## src/rtl/mbd_pkg.sv

```systemverilog
`timescale 1ns/1ps
package mbd_pkg;

  typedef enum logic [2:0] {
    CYC_IDLE  = 3'd0,
    CYC_HIZ   = 3'd1,
    CYC_RD    = 3'd2,
    CYC_WR    = 3'd3,
    CYC_CLASH = 3'd4
  } bus_cyc_e;

  // ceiling division, never below one
  function automatic int ps_to_cyc(input int span_ps, input int clk_ps);
    int n;
    n = (span_ps + clk_ps - 1) / clk_ps;
    return (n < 1) ? 1 : n;
  endfunction

endpackage

```

## src/rtl/mbd_strobe_filter.sv

```systemverilog
`timescale 1ns/1ps
module mbd_strobe_filter #(
  parameter int FILT_CYC = 1
) (
  input  logic clk,
  input  logic rst,
  input  logic pin_n,
  output logic filt_n
);
  localparam int CW = (FILT_CYC < 2) ? 1 : $clog2(FILT_CYC + 1);
  localparam logic [CW-1:0] CNT_LAST = CW'(FILT_CYC - 1);

  logic          sync1_q, sync_q, filt_q;
  logic [CW-1:0] run_q;

  always_ff @(posedge clk) begin
    if (rst) begin
      sync1_q <= 1'b1;
      sync_q  <= 1'b1;
    end else begin
      sync1_q <= pin_n;
      sync_q  <= sync1_q;
    end
  end

  // flip only after the new level persisted FILT_CYC cycles
  always_ff @(posedge clk) begin
    if (rst) begin
      filt_q <= 1'b1;
      run_q  <= '0;
    end else if (sync_q == filt_q) begin
      run_q <= '0;
    end else if (run_q == CNT_LAST) begin
      filt_q <= sync_q;
      run_q  <= '0;
    end else begin
      run_q <= run_q + 1'b1;
    end
  end

  assign filt_n = filt_q;

  // the filtered level only moves after the raw level disagreed
  a_r8_flip_needs_diff: assert property (@(posedge clk) disable iff (rst)
    !$stable(filt_q) |-> $past(sync_q != filt_q));

endmodule

```

## src/rtl/mbd_delay_line.sv

```systemverilog
`timescale 1ns/1ps
module mbd_delay_line #(
  parameter int W     = 8,
  parameter int DEPTH = 3
) (
  input  logic         clk,
  input  logic         rst,
  input  logic [W-1:0] din,
  output logic [W-1:0] dout
);
  logic [DEPTH-1:0][W-1:0] stg_q;

  always_ff @(posedge clk) begin
    if (rst) begin
      stg_q <= '0;
    end else begin
      for (int i = DEPTH - 1; i > 0; i--) stg_q[i] <= stg_q[i-1];
      stg_q[0] <= din;
    end
  end

  assign dout = stg_q[DEPTH-1];
endmodule

```

## src/rtl/mbd_cycle_class.sv

```systemverilog
`timescale 1ns/1ps
module mbd_cycle_class
  import mbd_pkg::*;
(
  input  logic     clk,
  input  logic     rst,
  input  logic     ce_f,
  input  logic     oe_f,
  input  logic     we_f,
  output bus_cyc_e cyc_o,
  output logic     dout_en_o
);
  bus_cyc_e cyc_d, cyc_q;
  logic     drv_q;

  always_comb begin
    if (ce_f)              cyc_d = CYC_IDLE;
    else if (!oe_f && we_f) cyc_d = CYC_RD;
    else if (oe_f && !we_f) cyc_d = CYC_WR;
    else if (oe_f && we_f)  cyc_d = CYC_HIZ;
    else                    cyc_d = CYC_CLASH;
  end

  always_ff @(posedge clk) begin
    if (rst) begin
      cyc_q <= CYC_IDLE;
      drv_q <= 1'b0;
    end else begin
      cyc_q <= cyc_d;
      drv_q <= (cyc_d == CYC_RD);
    end
  end

  assign cyc_o     = cyc_q;
  assign dout_en_o = drv_q;

  // driving needs chip select and read strobe low one cycle earlier
  a_r3_drive_needs_read: assert property (@(posedge clk) disable iff (rst)
    drv_q |-> $past(!ce_f && !oe_f));

endmodule

```

## src/rtl/mbd_write_capture.sv

```systemverilog
`timescale 1ns/1ps
module mbd_write_capture #(
  parameter int AW = 17,
  parameter int DW = 8
) (
  input  logic          clk,
  input  logic          rst,
  input  logic          ce_f,
  input  logic          oe_f,
  input  logic          we_f,
  input  logic [AW-1:0] addr_d,
  input  logic [DW-1:0] data_d,
  output logic          wr_evt_o,
  output logic [AW-1:0] wr_addr_o,
  output logic [DW-1:0] wr_data_o
);
  logic          wsel;
  logic          wsel_q, spoil_q, evt_q;
  logic [AW-1:0] addr_lat_q, wa_q;
  logic [DW-1:0] wd_q;

  assign wsel = !ce_f && !we_f;

  always_ff @(posedge clk) begin
    if (rst) begin
      wsel_q     <= 1'b0;
      spoil_q    <= 1'b0;
      evt_q      <= 1'b0;
      addr_lat_q <= '0;
      wa_q       <= '0;
      wd_q       <= '0;
    end else begin
      wsel_q <= wsel;
      evt_q  <= 1'b0;
      // later falling edge: both strobes low together for the first time
      if (wsel && !wsel_q) begin
        addr_lat_q <= addr_d;
        spoil_q    <= !oe_f;
      end else if (wsel && !oe_f) begin
        spoil_q <= 1'b1;
      end
      // earlier rising edge: the pair stops being low together
      if (!wsel && wsel_q && !spoil_q && oe_f) begin
        evt_q <= 1'b1;
        wa_q  <= addr_lat_q;
        wd_q  <= data_d;
      end
    end
  end

  assign wr_evt_o  = evt_q;
  assign wr_addr_o = wa_q;
  assign wr_data_o = wd_q;

  // an event never lasts two cycles
  a_r7_evt_one_cycle: assert property (@(posedge clk) disable iff (rst)
    evt_q |=> !evt_q);

  // accepted writes end with the read strobe high
  a_r9_evt_needs_oe_high: assert property (@(posedge clk) disable iff (rst)
    evt_q |-> $past(oe_f));

  // the latched address holds while the write window stays open
  a_r5_addr_held: assert property (@(posedge clk) disable iff (rst)
    (wsel && wsel_q) |=> $stable(addr_lat_q));

endmodule

```

## src/rtl/mbd_idle_timer.sv

```systemverilog
`timescale 1ns/1ps
module mbd_idle_timer #(
  parameter int IDLE_CYC = 15,
  parameter int AW       = 17
) (
  input  logic          clk,
  input  logic          rst,
  input  logic [2:0]    strb_f,
  input  logic [AW-1:0] addr_d,
  output logic          auto_stby_o
);
  localparam int IW = $clog2(IDLE_CYC + 1);
  localparam logic [IW-1:0] IDLE_LAST = IW'(IDLE_CYC - 1);

  logic [2:0]    strb_q;
  logic [AW-1:0] addr_q;
  logic [IW-1:0] cnt_q;
  logic          stby_q, act;

  assign act = (strb_f != strb_q) || (addr_d != addr_q);

  always_ff @(posedge clk) begin
    if (rst) begin
      strb_q <= 3'b111;
      addr_q <= '0;
      cnt_q  <= '0;
      stby_q <= 1'b0;
    end else begin
      strb_q <= strb_f;
      addr_q <= addr_d;
      if (act) begin
        cnt_q  <= '0;
        stby_q <= 1'b0;
      end else if (!stby_q) begin
        if (cnt_q == IDLE_LAST) begin
          stby_q <= 1'b1;
          cnt_q  <= '0;
        end else begin
          cnt_q <= cnt_q + 1'b1;
        end
      end
    end
  end

  assign auto_stby_o = stby_q;

  // movement clears the flag on the next cycle
  a_r10_clear_on_activity: assert property (@(posedge clk) disable iff (rst)
    act |=> !stby_q);

  // the flag only rises after a quiet cycle
  a_r10_rise_after_quiet: assert property (@(posedge clk) disable iff (rst)
    $rose(stby_q) |-> $past(!act));

endmodule

```

## src/rtl/membus_cycle_decoder.sv

```systemverilog
`timescale 1ns/1ps
module membus_cycle_decoder
  import mbd_pkg::*;
#(
  parameter int ADDR_W        = 17,
  parameter int DATA_W        = 8,
  parameter int CLK_PERIOD_PS = 10000,
  parameter int MIN_PULSE_PS  = 5000,
  parameter int IDLE_PS       = 150000
) (
  input  logic              clk,
  input  logic              rst,
  input  logic              ce_n,
  input  logic              oe_n,
  input  logic              we_n,
  input  logic [ADDR_W-1:0] addr_i,
  input  logic [DATA_W-1:0] data_i,
  output logic [2:0]        cycle_o,
  output logic              dout_en_o,
  output logic              wr_evt_o,
  output logic [ADDR_W-1:0] wr_addr_o,
  output logic [DATA_W-1:0] wr_data_o,
  output logic              auto_stby_o
);
  localparam int FILT_CYC = ps_to_cyc(MIN_PULSE_PS, CLK_PERIOD_PS);
  localparam int IDLE_CYC = ps_to_cyc(IDLE_PS, CLK_PERIOD_PS);
  localparam int SYNC_STG = 2;
  localparam int ALIGN    = SYNC_STG + FILT_CYC;

  logic [2:0]        strb_raw, strb_f;
  logic [ADDR_W-1:0] addr_d;
  logic [DATA_W-1:0] data_d;
  bus_cyc_e          cyc;

  // bit 2 = chip select, bit 1 = read strobe, bit 0 = write strobe
  assign strb_raw = {ce_n, oe_n, we_n};

  for (genvar g = 0; g < 3; g++) begin : g_strb
    mbd_strobe_filter #(.FILT_CYC(FILT_CYC)) u_filt (
      .clk    (clk),
      .rst    (rst),
      .pin_n  (strb_raw[g]),
      .filt_n (strb_f[g])
    );
  end

  mbd_delay_line #(.W(ADDR_W), .DEPTH(ALIGN)) u_addr_dly (
    .clk(clk), .rst(rst), .din(addr_i), .dout(addr_d)
  );

  mbd_delay_line #(.W(DATA_W), .DEPTH(ALIGN)) u_data_dly (
    .clk(clk), .rst(rst), .din(data_i), .dout(data_d)
  );

  mbd_cycle_class u_class (
    .clk       (clk),
    .rst       (rst),
    .ce_f      (strb_f[2]),
    .oe_f      (strb_f[1]),
    .we_f      (strb_f[0]),
    .cyc_o     (cyc),
    .dout_en_o (dout_en_o)
  );

  mbd_write_capture #(.AW(ADDR_W), .DW(DATA_W)) u_wcap (
    .clk       (clk),
    .rst       (rst),
    .ce_f      (strb_f[2]),
    .oe_f      (strb_f[1]),
    .we_f      (strb_f[0]),
    .addr_d    (addr_d),
    .data_d    (data_d),
    .wr_evt_o  (wr_evt_o),
    .wr_addr_o (wr_addr_o),
    .wr_data_o (wr_data_o)
  );

  mbd_idle_timer #(.IDLE_CYC(IDLE_CYC), .AW(ADDR_W)) u_idle (
    .clk         (clk),
    .rst         (rst),
    .strb_f      (strb_f),
    .addr_d      (addr_d),
    .auto_stby_o (auto_stby_o)
  );

  assign cycle_o = cyc;

  // no write event can follow a cycle classed as standby
  a_r4_no_evt_in_standby: assert property (@(posedge clk) disable iff (rst)
    (cycle_o == 3'd0) |=> !wr_evt_o);

  // outputs quiet in the first cycle after reset
  a_r1_quiet_after_reset: assert property (@(posedge clk)
    $past(rst) |-> (!wr_evt_o && !dout_en_o && !auto_stby_o && cycle_o == 3'd0));

endmodule

```

## config.mk

```make
export PLATFORM = sky130hd
export DESIGN_NAME = membus_cycle_decoder
export DESIGN_NICKNAME = d
export VERILOG_FILES = /design/src/rtl/mbd_pkg.sv /design/src/rtl/mbd_strobe_filter.sv /design/src/rtl/mbd_delay_line.sv /design/src/rtl/mbd_cycle_class.sv /design/src/rtl/mbd_write_capture.sv /design/src/rtl/mbd_idle_timer.sv /design/src/rtl/membus_cycle_decoder.sv
export SDC_FILE = /design/constraint.sdc
export NUM_CORES = 1
export LEC_CHECK = 0
export BUFFER_PORTS_ARGS = -buffer_cell sky130_fd_sc_hd__buf_2
export CORE_MARGIN = 2
export CORE_UTILIZATION = 47
export CTS_BUF_LIST = sky130_fd_sc_hd__clkbuf_16
export DETAILED_ROUTE_END_ITERATION = 10
export PLACE_DENSITY_LB_ADDON = 0.05
export SLEW_MARGIN = 20
export SYNTH_ARGS = -nofsm -noshare
export SYNTH_HDL_FRONTEND = slang
export SYNTH_SLANG_ARGS = --single-unit
```

## constraint.sdc

```tcl
create_clock -name clk -period 4.2 [get_ports clk]
set_input_delay 0.42 -clock clk [delete_from_list [all_inputs] [get_ports clk]]
set_output_delay 0.42 -clock clk [all_outputs]
set_load 0.05 [all_outputs]
```

-- Yosys cells after proc, flatten, opt, wreduce, memory -nomap -nowiden
Cells that the tools add are included.
- output and inout port bits: 31
- logic and storage cells: 81
- latch bits: 0
- memory bits (writable): 0
- memories kept: 0
- bits of input ports: 30
- bits in read-only memories: 0
- register bits after elaboration: 161
- bitwise logic cells: 6
- order comparisons: 0
- equal/unequal tests: 7
- reductions and logical operators: 24
- div/mod/pow operators: 0
- shifts and indexed selects: 0
- add/subtract/negate cells: 4
- multiplexer cells: 10
- multipliers: 0
- operator list (operator ; number):
    inequality test 17 bit ; 1
    two-way mux 3 bit ; 4
    logical AND 1 bit ; 9
    OR reduction 3 bit ; 3
    logical NOT 1 bit ; 6
    inverter 1 bit ; 6
    AND reduction 2 bit ; 3
    two-way mux 1 bit ; 5
    adder 4 x 1 -> 4 bit, second input constant ; 1
    equality test 4 bit, second input constant ; 1
    two-way mux 4 bit ; 1
    adder 1 bit, second input constant ; 3
    equality test 1 bit ; 3
    equality test 3 x 2 -> 1 bit, second input constant ; 1
    inequality test 3 bit ; 1
    nonzero test 2 bit ; 1
    OR reduction 2 bit ; 1
    logical OR 1 bit ; 1

-- Longest topological paths before layout
Gate-level depths: netlist of the first run.
- depth after elaboration: 7
- gate-level depth with buffers: 7
- mapped depth without buffers: 4

-- By module
A second synthesis of the first run with hierarchy kept.
- cell total of the unflattened synthesis: 514
- area, all modules: 5532.8 um^2
- modules (own cells, without submodules) (module ; instances ; cells each ; area an instance (um^2) ; seq. area each (um^2)):
    mbd_write_capture ; 1 ; 193 ; 1821.7 ; 900.9
    mbd_delay_line at u_addr_dly ; 1 ; 124 ; 1492.7 ; 1021.0
    mbd_idle_timer ; 1 ; 100 ; 988.4 ; 500.5
    mbd_delay_line at u_data_dly ; 1 ; 58 ; 753.2 ; 480.5
    mbd_strobe_filter ; 3 ; 9 ; 111.4 ; 80.1
    mbd_cycle_class ; 1 ; 12 ; 142.6 ; 80.1

-- Least setup slack after synthesis of the first run
OpenSTA, ideal clock, no wires.
- path kind: register -> register
- start point: reg g_strb[0].u_filt.filt_q
- end point: reg u_wcap.wa_q[10] (netlist: u_wcap.wr_addr_o[10])
- path buffers: 3
- data arrival time: 1.250 ns
- library setup time: 0.132 ns
- required time: 4.068 ns
- setup slack: 2.817 ns
- period minus slack after synthesis: 1.383 ns
- stages on the path, launching flop included: 8
- cell sequence: dfxtp_1 buf_2 nor2_2 or3_1 buf_2 buf_6 nand2_1 a21oi_1
- cells in the longest elaborated chain, start to end: 6
- ends and longest elaborated chain (item ; RTL line ; source):
    from (decl) ; mbd_strobe_filter.sv:13 ; logic sync1_q, sync_q, filt_q;
    from (signal assigned) ; mbd_strobe_filter.sv:34 ; filt_q <= sync_q;
    logical NOT 1 bit ; mbd_write_capture.sv:22 ; assign wsel = !ce_f && !we_f;
    logical AND 1 bit ; mbd_write_capture.sv:22 ;
    logical NOT 1 bit ; mbd_write_capture.sv:43 ; if (!wsel && wsel_q && !spoil_q && oe_f) begin
    logical AND 1 bit (3 in a row) ; mbd_write_capture.sv:43 ;
    to (signal assigned) ; mbd_write_capture.sv:45 ; wa_q <= addr_lat_q;
    to (decl) ; mbd_write_capture.sv:19 ; logic [AW-1:0] addr_lat_q, wa_q;
No other way between the ends.
A chain may end at the register's enable or synchronous reset.

-- Worst setup path after layout of the first run
- start point: reg g_strb[0].u_filt.filt_q
- end point: reg u_wcap.wa_q[16] (netlist: u_wcap.wr_addr_o[16])
Same word-level chain as after synthesis.

==> results.ini, run 1 <==
[run_status]
status=completed

[critical_path]
crit_arrival_ns=2.08
r2r.worst_path.cells=4
r2r_slack_ns=2.38
crit_required_ns=4.46
slowest_delay_ns=0.70
endpoint_kind=flip-flop
worstSetupPathType=reg2reg
path_max_fanout=26
crit_chain=nor2_2, or3_1, nand2_1, a21oi_1
slowest_stage=or3_1
cp-start-kind=flip-flop

[finish]
antennaDiodeCount=0
multi_input_area_mm2=0.001668
syn2layout_area_growth_pct=19.24
seqCellArea_mm2=0.003223
nNetsFinal=574
layout.cells.most_common=dfxtp_1
fin_util=0.5779
n_fill_cell=947
drive_above_1_share=0.1924
layout_common_cells=dfxtp_1 (161), nor2b_1 (97), nand2_1 (87)

[placement]
gp_congestion=0.7581
port-buffer-count=60
pre_cts_slack_ns=2.208
dp.final_hpwl_um=4957

[grt]
grt_start_max_net_pins=84
grt_overflow=0
grt_pass1_wl_um=12710
first_global_vias=2787
track_usage=0.1441
antenna_found_initial=0

[sta]
relSlewSlack=0.3560
period_share=0.4325
fin_worst_skew_ns=0.01221
rsz0062_at_grt=false
fin_crit_ns=1.816
setup_viol=0
hold_violations=0
hold_ws_ns=0.1797
fin_ws_ns=2.384
maxSlewViolCount=0
tightestPinTransition_ns=0.9607
timing.fmax_mhz=550.5
setup_tns_ns=0

[logic_synthesis]
syn_inst=487
synth_edf_count=0
yosysSeqAreaShare=0.6413
netlist_area_mm2=0.005026
synth.avg_cell_area_um2=10.32
ys_dominant_reg_cell=dfxtp_1
ys_warn_count=0
async_flop_share=0
synth_cell_types=33
synth_seq_cells=161

[drt]
drc=0
wire_per_inst_um=10.86
drtAntennaViolNets=0
vias=3042
drt_iter0_drc=136
dr.pass1.iters=6
routed_via_density=4.396
routed_wl_um=7517

[clocking]
hold_buffers=0
post_cts_resize_count=0
cts-root-buf=clkbuf_16
numClockSinks=161
cts_tree=yes
clk_path_buf_depth=2
clk_pin_slew_ns=0.07
cts_buffers=17
htree_num_levels=4
worstSkewPairLatency_ns=0.42
cts_setup_buffers=0

[die]
rows=37
initial_core_util=0.4847
core_mm2=0.01037
die_h_um=107.4
ioPinCount=61
dieArea_mm2=0.01154
die_w_um=107.4

[flow_run]
max_cap_violations=0

[power]
ir_drop_uv=298.8
leakagePower_uw=0.002483
p_per_area_mw_per_mm2=533.3

[min_path]
min_path_type=in2reg
min_path_cells=2

[worst paths after layout]
kind | endpoint | start
max | u_wcap.wr_addr_o[16]$_SDFFE_PP0P_ | g_strb[0].u_filt.filt_n$_SDFFE_PP1P_
min | g_strb[1].u_filt.sync1_q$_SDFF_PP1_ | oe_n
min reg2reg | g_strb[0].u_filt.sync_q$_SDFF_PP1_ | g_strb[0].u_filt.sync1_q$_SDFF_PP1_
max reg2reg | u_wcap.wr_addr_o[16]$_SDFFE_PP0P_ | g_strb[0].u_filt.filt_n$_SDFFE_PP1P_
[final cells by class]
| cell class | count | area share |
|---|---|---|
| clock buffer | 17 | 0.07098 |
| multi-input combinational | 299 | 0.2783 |
| clock inverter | 15 | 0.03090 |
| tap | 136 | 0.02839 |
| sequential | 161 | 0.5378 |
| timing repair buffer | 61 | 0.05177 |
| inverter | 3 | 0.001879 |
[worst max-delay path, delay by kind of cell, from the launching register on]
| kind | cells | cell delay [ns] |
|---|---|---|
| and+or+nand+nor | 3 | 1.02 |
| AOI/OAI and AO/OA | 1 | 0.09 |
| DFF | 1 | 0.55 |
[cells by family after synthesis]
logic type	count (synthesis)	share of synthesized area
buf+inv	29	0.02838
compound gates	55	0.05974
fa+ha+maj	1	0.002489
xor+xnor	20	0.03485
simple gates	220	0.2325
other cells	1	0.0007461
flops	161	0.6413
[power breakdown]
| group | switching [uW] | total (uW) | internal [uW] |
|---|---|---|---|
| logic | 48.6 | 90.9 | 42.3 |
| registers | 16.8 | 1580 | 1570 |
| clock network | 665 | 1520 | 857 |
[per-stage QoR]
step | instance area, um^2 | instances | total power (uW)
CTS | 5993 | 692 | 3238
detailed placement | 5383 | 660 | 1711
global placement | 5383 | 660 | 1710
floorplan | 5034 | 489 | 1684
finish | 5993 | 692 | 3196
global route | 5993 | 692 | 3312
[routing by layer]
layer | up-vias | GRT usage | part of all wire
met2 | 57 | 0.2233 | 0.45
met3 | 11 | 0.05690 | 0.048
li1 | 1660 | - | -
met1 | 1314 | 0.1780 | 0.49
met4 | 0 | 0.06319 | 0.015
met5 | - | 0 | 0
[flip-flops by register name, summed over array words and instances, names as in the netlist, 4 cells and up]
| name | count |
|---|---|
| u_addr_dly.stg_q | 34 |
| u_addr_dly.dout | 17 |
| u_idle.addr_q | 17 |
| u_wcap.addr_lat_q | 17 |
| u_wcap.wr_addr_o | 17 |
| u_data_dly.stg_q | 16 |
| u_data_dly.dout | 8 |
| u_wcap.wr_data_o | 8 |
| u_idle.cnt_q | 4 |
[synthesized netlist by cell type, types with 4 or more instances]
cell type | number | area share
a21oi_1 | 44 | 0.044
buf_2 | 9 | 0.0090
clkbuf_1 | 13 | 0.0097
dfxtp_1 | 161 | 0.64
nand2_1 | 87 | 0.065
nor2_1 | 7 | 0.0052
nor2b_1 | 97 | 0.12
nor3_1 | 4 | 0.0040
or2_2 | 8 | 0.010
xor2_1 | 20 | 0.035
(Power assumes the default switching activity.)
==> run 2, diff against run 1 <==
- clock period: 4.2 -> 1.8 ns (I/O delays scaled with it)
==> run 2 against run 1 <==
Net effect:
- clock power up 130%
- clock skew is 0.0036 ns lower
- cell area grew 5.1%
- via count up 4.3%
- largest cell class unchanged
==> results.ini, run 2 (synthesis results as in run 1) <==
[run_status]
status=completed

[critical_path]
r2r_slack_ns=0.32  ; -2.06 ns
path_max_fanout=7  ; -73%
cp-start-kind=flip-flop
rr_startpoint=g_strb[2].u_filt.filt_n$_SDFFE_PP1P_
r2r-end=u_idle.cnt_q[1]$_SDFFE_PP0N_
r2r.worst_path.cells=4  ; unchanged
crit_required_ns=2.12  ; -2.34 ns
endpoint_kind=flip-flop
worstSetupPathType=reg2reg
crit_arrival_ns=1.80  ; -0.28 ns

[drt]
drt_iter0_drc=131  ; -3.7%
routed_via_density=4.377  ; -0.44%
routed_wl_um=7772  ; +3.4%
drtAntennaViolNets=0  ; unchanged
dr.pass1.iters=4  ; -2
drc=0  ; unchanged
vias=3173  ; +4.3%
wire_per_inst_um=10.72  ; -1.3%

[clocking]
cts_buffers=17  ; unchanged
numClockSinks=161  ; unchanged
worstSkewPairLatency_ns=0.41  ; about the same
cts_tree=yes
htree_num_levels=4  ; unchanged
cts-root-buf=clkbuf_16
clk_path_buf_depth=2  ; unchanged
cts_setup_buffers=0  ; unchanged
clk_pin_slew_ns=0.06  ; about the same

[placement]
place_inst=665  ; +0.76%
port-buffer-count=60  ; unchanged
dp.final_hpwl_um=5050  ; +1.9%
gp_congestion=0.8099  ; +6.8%

[sta]
setup_viol=0  ; unchanged
fin_crit_ns=1.481  ; -0.3353 ns
timing.fmax_mhz=675.1  ; +23%
period_share=0.8229  ; +0.3904
setup_tns_ns=0  ; unchanged
hold_ws_ns=0.2426  ; +0.06298 ns
relSlewSlack=0.6161  ; +0.2601
fin_worst_skew_ns=0.008647  ; -0.003568 ns
rsz0062_at_grt=false
maxSlewViolCount=0  ; unchanged
tightestPinTransition_ns=0.5758  ; -0.3849 ns
hold_violations=0  ; unchanged

[finish]
largest_register_ffs=34  ; unchanged
finalNonFillerCells=725  ; +4.8%
syn2layout_area_growth_pct=25.32
layout.cells.most_common=dfxtp_1
layout_common_cells=dfxtp_1 (161), nor2b_1 (97), nand2_1 (87)
n_fill_cell=879  ; -7.2%
antennaDiodeCount=0  ; unchanged
fin_util=0.6074  ; +0.02944
regMostFlops=u_addr_dly.stg_q
drive_above_1_share=0.1868  ; -0.005689
nNetsFinal=607  ; +5.7%

[grt]
busiest_layer=met2
grt_use_met3=0.04056  ; -0.01634
grt_start_max_net_pins=56  ; -33%
grt_overflow=0  ; unchanged
first_global_vias=2980  ; +6.9%
use_met1=0.1843  ; +0.006320
grt_pass1_wl_um=13220  ; +4.0%
grt_use_met2=0.2346  ; +0.01130
antenna_found_initial=0  ; unchanged
track_usage=0.1468  ; +0.002616

[die]
rows=37  ; unchanged
ioPinCount=61  ; unchanged
core_mm2=0.01037  ; unchanged
dieArea_mm2=0.01154  ; unchanged
initial_core_util=0.4847  ; unchanged
die_w_um=107.4  ; unchanged
die_h_um=107.4  ; unchanged

[power]
p_per_area_mw_per_mm2=1179  ; +120%
total_power_uw=7427  ; +130%
leakagePower_uw=0.002603  ; +4.8%
ir_drop_uv=725.7  ; +140%

[min_path]
hold_path_end=u_addr_dly.dout[12]$_SDFF_PP0_
min_path_cells=2  ; unchanged
min_path_type=in2reg
hp-start=rst

[flow_run]
max_cap_violations=0  ; unchanged

-- run 2: area by class of cell --
class,instances,area (um^2),share of cell area
flip-flops and latches,161,3223,0.5117
multi-input cells,299,1668,0.2648
repair buffers,94,640.6,0.1017
clock buffers,17,425.4,0.06754
well taps,136,170.2,0.02702
clock inverters,15,160.2,0.02543
inverters,3,11.26,0.001788
-- run 2: where the power goes --
part           internal (uW)  leakage [uW]  switching [uW]  total, uW
clock                   2060      0.000273            1410       3460
sequential              3660       0.00131            40.0       3700
combinational            145       0.00102             122        267
-- run 2: what timing repair did --
item,4_1_cts,5_1_grt
endpoints found under the hold margin,28,0
hold buffers,28,0
resized for setup,0,0
setup endpoints to repair,0,0
-- run 2: worst max-delay path, cell delays in order (launching register included) --
cell and delay (ns):
dfxtp_1 0.47, xor2_1 0.13, nor4_2 0.32, nand4_2 0.21
a211oi_1 0.27
-- run 2: layer usage --
layer	part of all wire	wire length [um]	vias up
met5	0	0	-
met4	0.016	128	0
met3	0.047	363	11
met2	0.45	3512	69
met1	0.48	3767	1375
li1	-	-	1718
-- run 2: worst max path at each step --
stage                                                    start                                 to  slack (ns)  cells past startpoint
after floorplan           g_strb[0].u_filt.filt_n$_SDFFE_PP1P_  u_wcap.wr_addr_o[10]$_SDFFE_PP0P_        0.42                      7
after global placement    g_strb[0].u_filt.filt_n$_SDFFE_PP1P_       u_idle.cnt_q[1]$_SDFFE_PP0N_        0.35                      4
after detailed placement  g_strb[0].u_filt.filt_n$_SDFFE_PP1P_       u_idle.cnt_q[1]$_SDFFE_PP0N_        0.32                      4
after CTS                 g_strb[0].u_filt.filt_n$_SDFFE_PP1P_       u_idle.cnt_q[1]$_SDFFE_PP0N_        0.30                      4
after global routing      g_strb[2].u_filt.filt_n$_SDFFE_PP1P_       u_idle.cnt_q[3]$_SDFFE_PP0N_        0.14                      4
final                     g_strb[2].u_filt.filt_n$_SDFFE_PP1P_       u_idle.cnt_q[1]$_SDFFE_PP0N_        0.32                      4
-- run 2: through the flow --
stage	instance area, um^2	setup slack (ns)
2_1_floorplan	5034	0.4174
3_3_place_gp	5433	0.3482
3_5_place_dp	5433	0.3155
4_1_cts	6299	0.3041
5_1_grt	6299	0.1402
6_report	6299	0.3188
==> run 3, diff against run 2 <==
- ABC_AREA: default -> 1
- clock period: 1.8 -> 1.4 ns (I/O delays scaled with it)
==> run 3 against run 2 <==
Net effect:
- cell area is 3.5% higher
- setup slack worse by 0.16 ns
- sequential power is 28% higher
==> results.ini, run 3 <==
[run_status]
status=completed

[finish]
fin_util=0.6038  ; -0.003628
n_fill_cell=951  ; +8.2%
nNetsFinal=753  ; +24%
largest_register_ffs=34  ; unchanged
drive_above_1_share=0.1456  ; -0.04118
syn2layout_area_growth_pct=25.40  ; about the same
seqCellArea_mm2=0.003223  ; unchanged
layout_common_cells=nor2_1 (166), dfxtp_1 (161), inv_1 (119)
layout.cells.most_common=nor2_1
regMostFlops=u_addr_dly.stg_q
finalNonFillerCells=875  ; +21%
multi_input_area_mm2=0.001386  ; -17%
antennaDiodeCount=0  ; unchanged

[clocking]
cts-root-buf=clkbuf_16
numClockSinks=161  ; unchanged
cts_setup_buffers=0  ; unchanged
cts_buffers=17  ; unchanged
clk_pin_slew_ns=0.06  ; about the same
htree_num_levels=4  ; unchanged
worstSkewPairLatency_ns=0.41  ; about the same
clk_path_buf_depth=2  ; unchanged
cts_tree=yes

[drt]
routed_wl_um=8406  ; +8.2%
wire_per_inst_um=9.607  ; -10%
drtAntennaViolNets=0  ; unchanged
drt_iter0_drc=116  ; -11%
drc=0  ; unchanged
dr.pass1.iters=4  ; unchanged
vias=3624  ; +14%
routed_via_density=4.142  ; -5.4%

[placement]
dp.final_hpwl_um=5556  ; +10%
port-buffer-count=60  ; unchanged
place_inst=814  ; +22%
gp_congestion=0.8061  ; -0.47%

[flow_run]
max_cap_violations=0  ; unchanged

[sta]
maxSlewViolCount=0  ; unchanged
timing.fmax_mhz=804.0  ; +19%
period_share=0.8884  ; +0.06551
setup_viol=0  ; unchanged
hold_violations=0  ; unchanged
fin_crit_ns=1.244  ; -0.2374 ns
fin_worst_skew_ns=0.01042  ; +0.001771 ns
setup_tns_ns=0  ; unchanged
rsz0062_at_grt=false

[die]
die_w_um=109.1  ; +1.6%
ioPinCount=61  ; unchanged
die_h_um=109.1  ; +1.6%
dieArea_mm2=0.01191  ; +3.3%
rows=38  ; +2.7%
initial_core_util=0.4815  ; -0.003225
core_mm2=0.01079  ; +4.1%

[critical_path]
worstSetupPathType=reg2reg
r2r_slack_ns=0.16  ; -0.16 ns
crit_arrival_ns=1.54  ; -0.26 ns
path_max_fanout=26  ; +19
endpoint_kind=flip-flop
cp-start-kind=flip-flop
crit_required_ns=1.70  ; -0.42 ns

[logic_synthesis]
netlist_top_cells_count=nor2_1 (166), dfxtp_1 (161), inv_1 (118), nand2_1 (70), o21ai_0 (43)
async_flop_share=0  ; unchanged
synth_seq_cells=161  ; unchanged
netlist_area_mm2=0.005196  ; +3.4%
ys_warn_count=0  ; unchanged
ys_top_cells_by_area=dfxtp_1 (62%), nor2_1 (12%), inv_1 (8.5%)
synth.avg_cell_area_um2=8.222  ; -20%
yosys.cell_count.top_type=nor2_1
synth_top_area_frac=0.6203  ; -0.02100
syn_inst=632  ; +30%
ys_dominant_reg_cell=dfxtp_1
synth_cell_types=26  ; -21%
yosysSeqAreaShare=0.6203  ; -0.02100
synth_edf_count=0  ; unchanged
yosysTopAreaCell=dfxtp_1

[grt]
track_usage=0.1587  ; +0.01199
grt_overflow=0  ; unchanged
grt_start_max_net_pins=84  ; +50%
antenna_found_initial=0  ; unchanged
grt_pass1_wl_um=14680  ; +11%
first_global_vias=3483  ; +17%

[power]
leakagePower_uw=0.003016  ; +16%
ir_drop_uv=751.7  ; +3.6%
p_per_area_mw_per_mm2=1509  ; +28%

[min_path]
min_path_type=reg2reg

==> run 3: cell types whose count changed after synthesis, moves of 4 or more <==
cell | previous run | this run
o21ai_0 | 3 | 43
inv_1 | 3 | 118
nor2b_1 | 97 | 0
inv_2 | 0 | 4
clkbuf_1 | 13 | 6
nand2_1 | 87 | 70
xor2_1 | 20 | 0
o21ai_1 | 0 | 5
nor2_1 | 7 | 166
a21oi_1 | 44 | 21
buf_2 | 9 | 13
==> run 3: metrics by stage <==
stage	total power, uW	hold WS [ns]	instance area [um^2]	worst slack [ns]
floorplan	5078	0.2438	5204	0.2703
global placement	5174	0.3279	5605	0.1748
detailed placement	5183	0.3280	5605	0.07978
CTS	9988	0.3994	6513	0.07082
global route	10270	0.4109	6516	0.007135
finish	9834	0.3953	6516	0.1563
==> run 3: cell families after synthesis <==
kind of cell	share of synthesized area
XOR/XNOR	0.003372
other	0.0007217
buffers and inverters	0.1144
AO/OA/AOI/OAI	0.07079
AND/OR/NAND/NOR	0.1881
flip-flops	0.6203
adder cells (fa/ha/maj)	0.002408
==> run 3: per-layer routing <==
layer	wire length (um)	vias up	part of all wire	track usage
met1	4101	1527	0.49	0.1883
li1	-	2039	-	-
met5	0	-	0	0
met2	3966	54	0.47	0.2635
met4	42	0	0.0050	0.06502
met3	296	4	0.035	0.05320
==> run 3: cell type report <==
cell class,instances,share of cell area
Clock inverter,15,0.02938
Inverter,123,0.07162
Timing Repair Buffer,93,0.09946
Clock buffer,17,0.06528
Sequential cell,161,0.4946
Tap cell,140,0.02688
Multi-Input combinational cell,326,0.2127
==> run 3: worst max-delay path: stages (launching register included) <==
cell and delay [ns]:
dfxtp_1 0.42, nor2_2 0.07, inv_2 0.07, nand4_4 0.09
buf_4 0.24, o21ai_0 0.18, nor2_1 0.07
==> run 3: repair_timing <==
action                                 4_1_cts  5_1_grt
resized for setup                            0        3
hold buffers                                29        0
endpoints found under the hold margin       29        0
setup endpoints to repair                    0       16
==> run 3: power breakdown <==
| part | switching, uW | leakage (uW) | total, uW | internal (uW) |
|---|---|---|---|---|
| registers | 41.7 | 0.00131 | 4750 | 4700 |
| logic | 211 | 0.00140 | 391 | 180 |
| clock network | 1730 | 0.000300 | 4700 | 2970 |
| total | 1980 | 0.00302 | 9830 | 7860 |
==> run 3: worst paths after layout <==
check,end,cells past startpoint,from
worst max register to register,u_wcap.wr_addr_o[9]$_SDFFE_PP0P_,6,g_strb[0].u_filt.filt_n$_SDFFE_PP1P_
worst max-delay path,u_wcap.wr_addr_o[9]$_SDFFE_PP0P_,6,g_strb[0].u_filt.filt_n$_SDFFE_PP1P_
worst min register to register,u_addr_dly.stg_q[21]$_SDFF_PP0_,2,u_addr_dly.stg_q[4]$_SDFF_PP0_
worst min-delay path,u_addr_dly.stg_q[21]$_SDFF_PP0_,2,u_addr_dly.stg_q[4]$_SDFF_PP0_
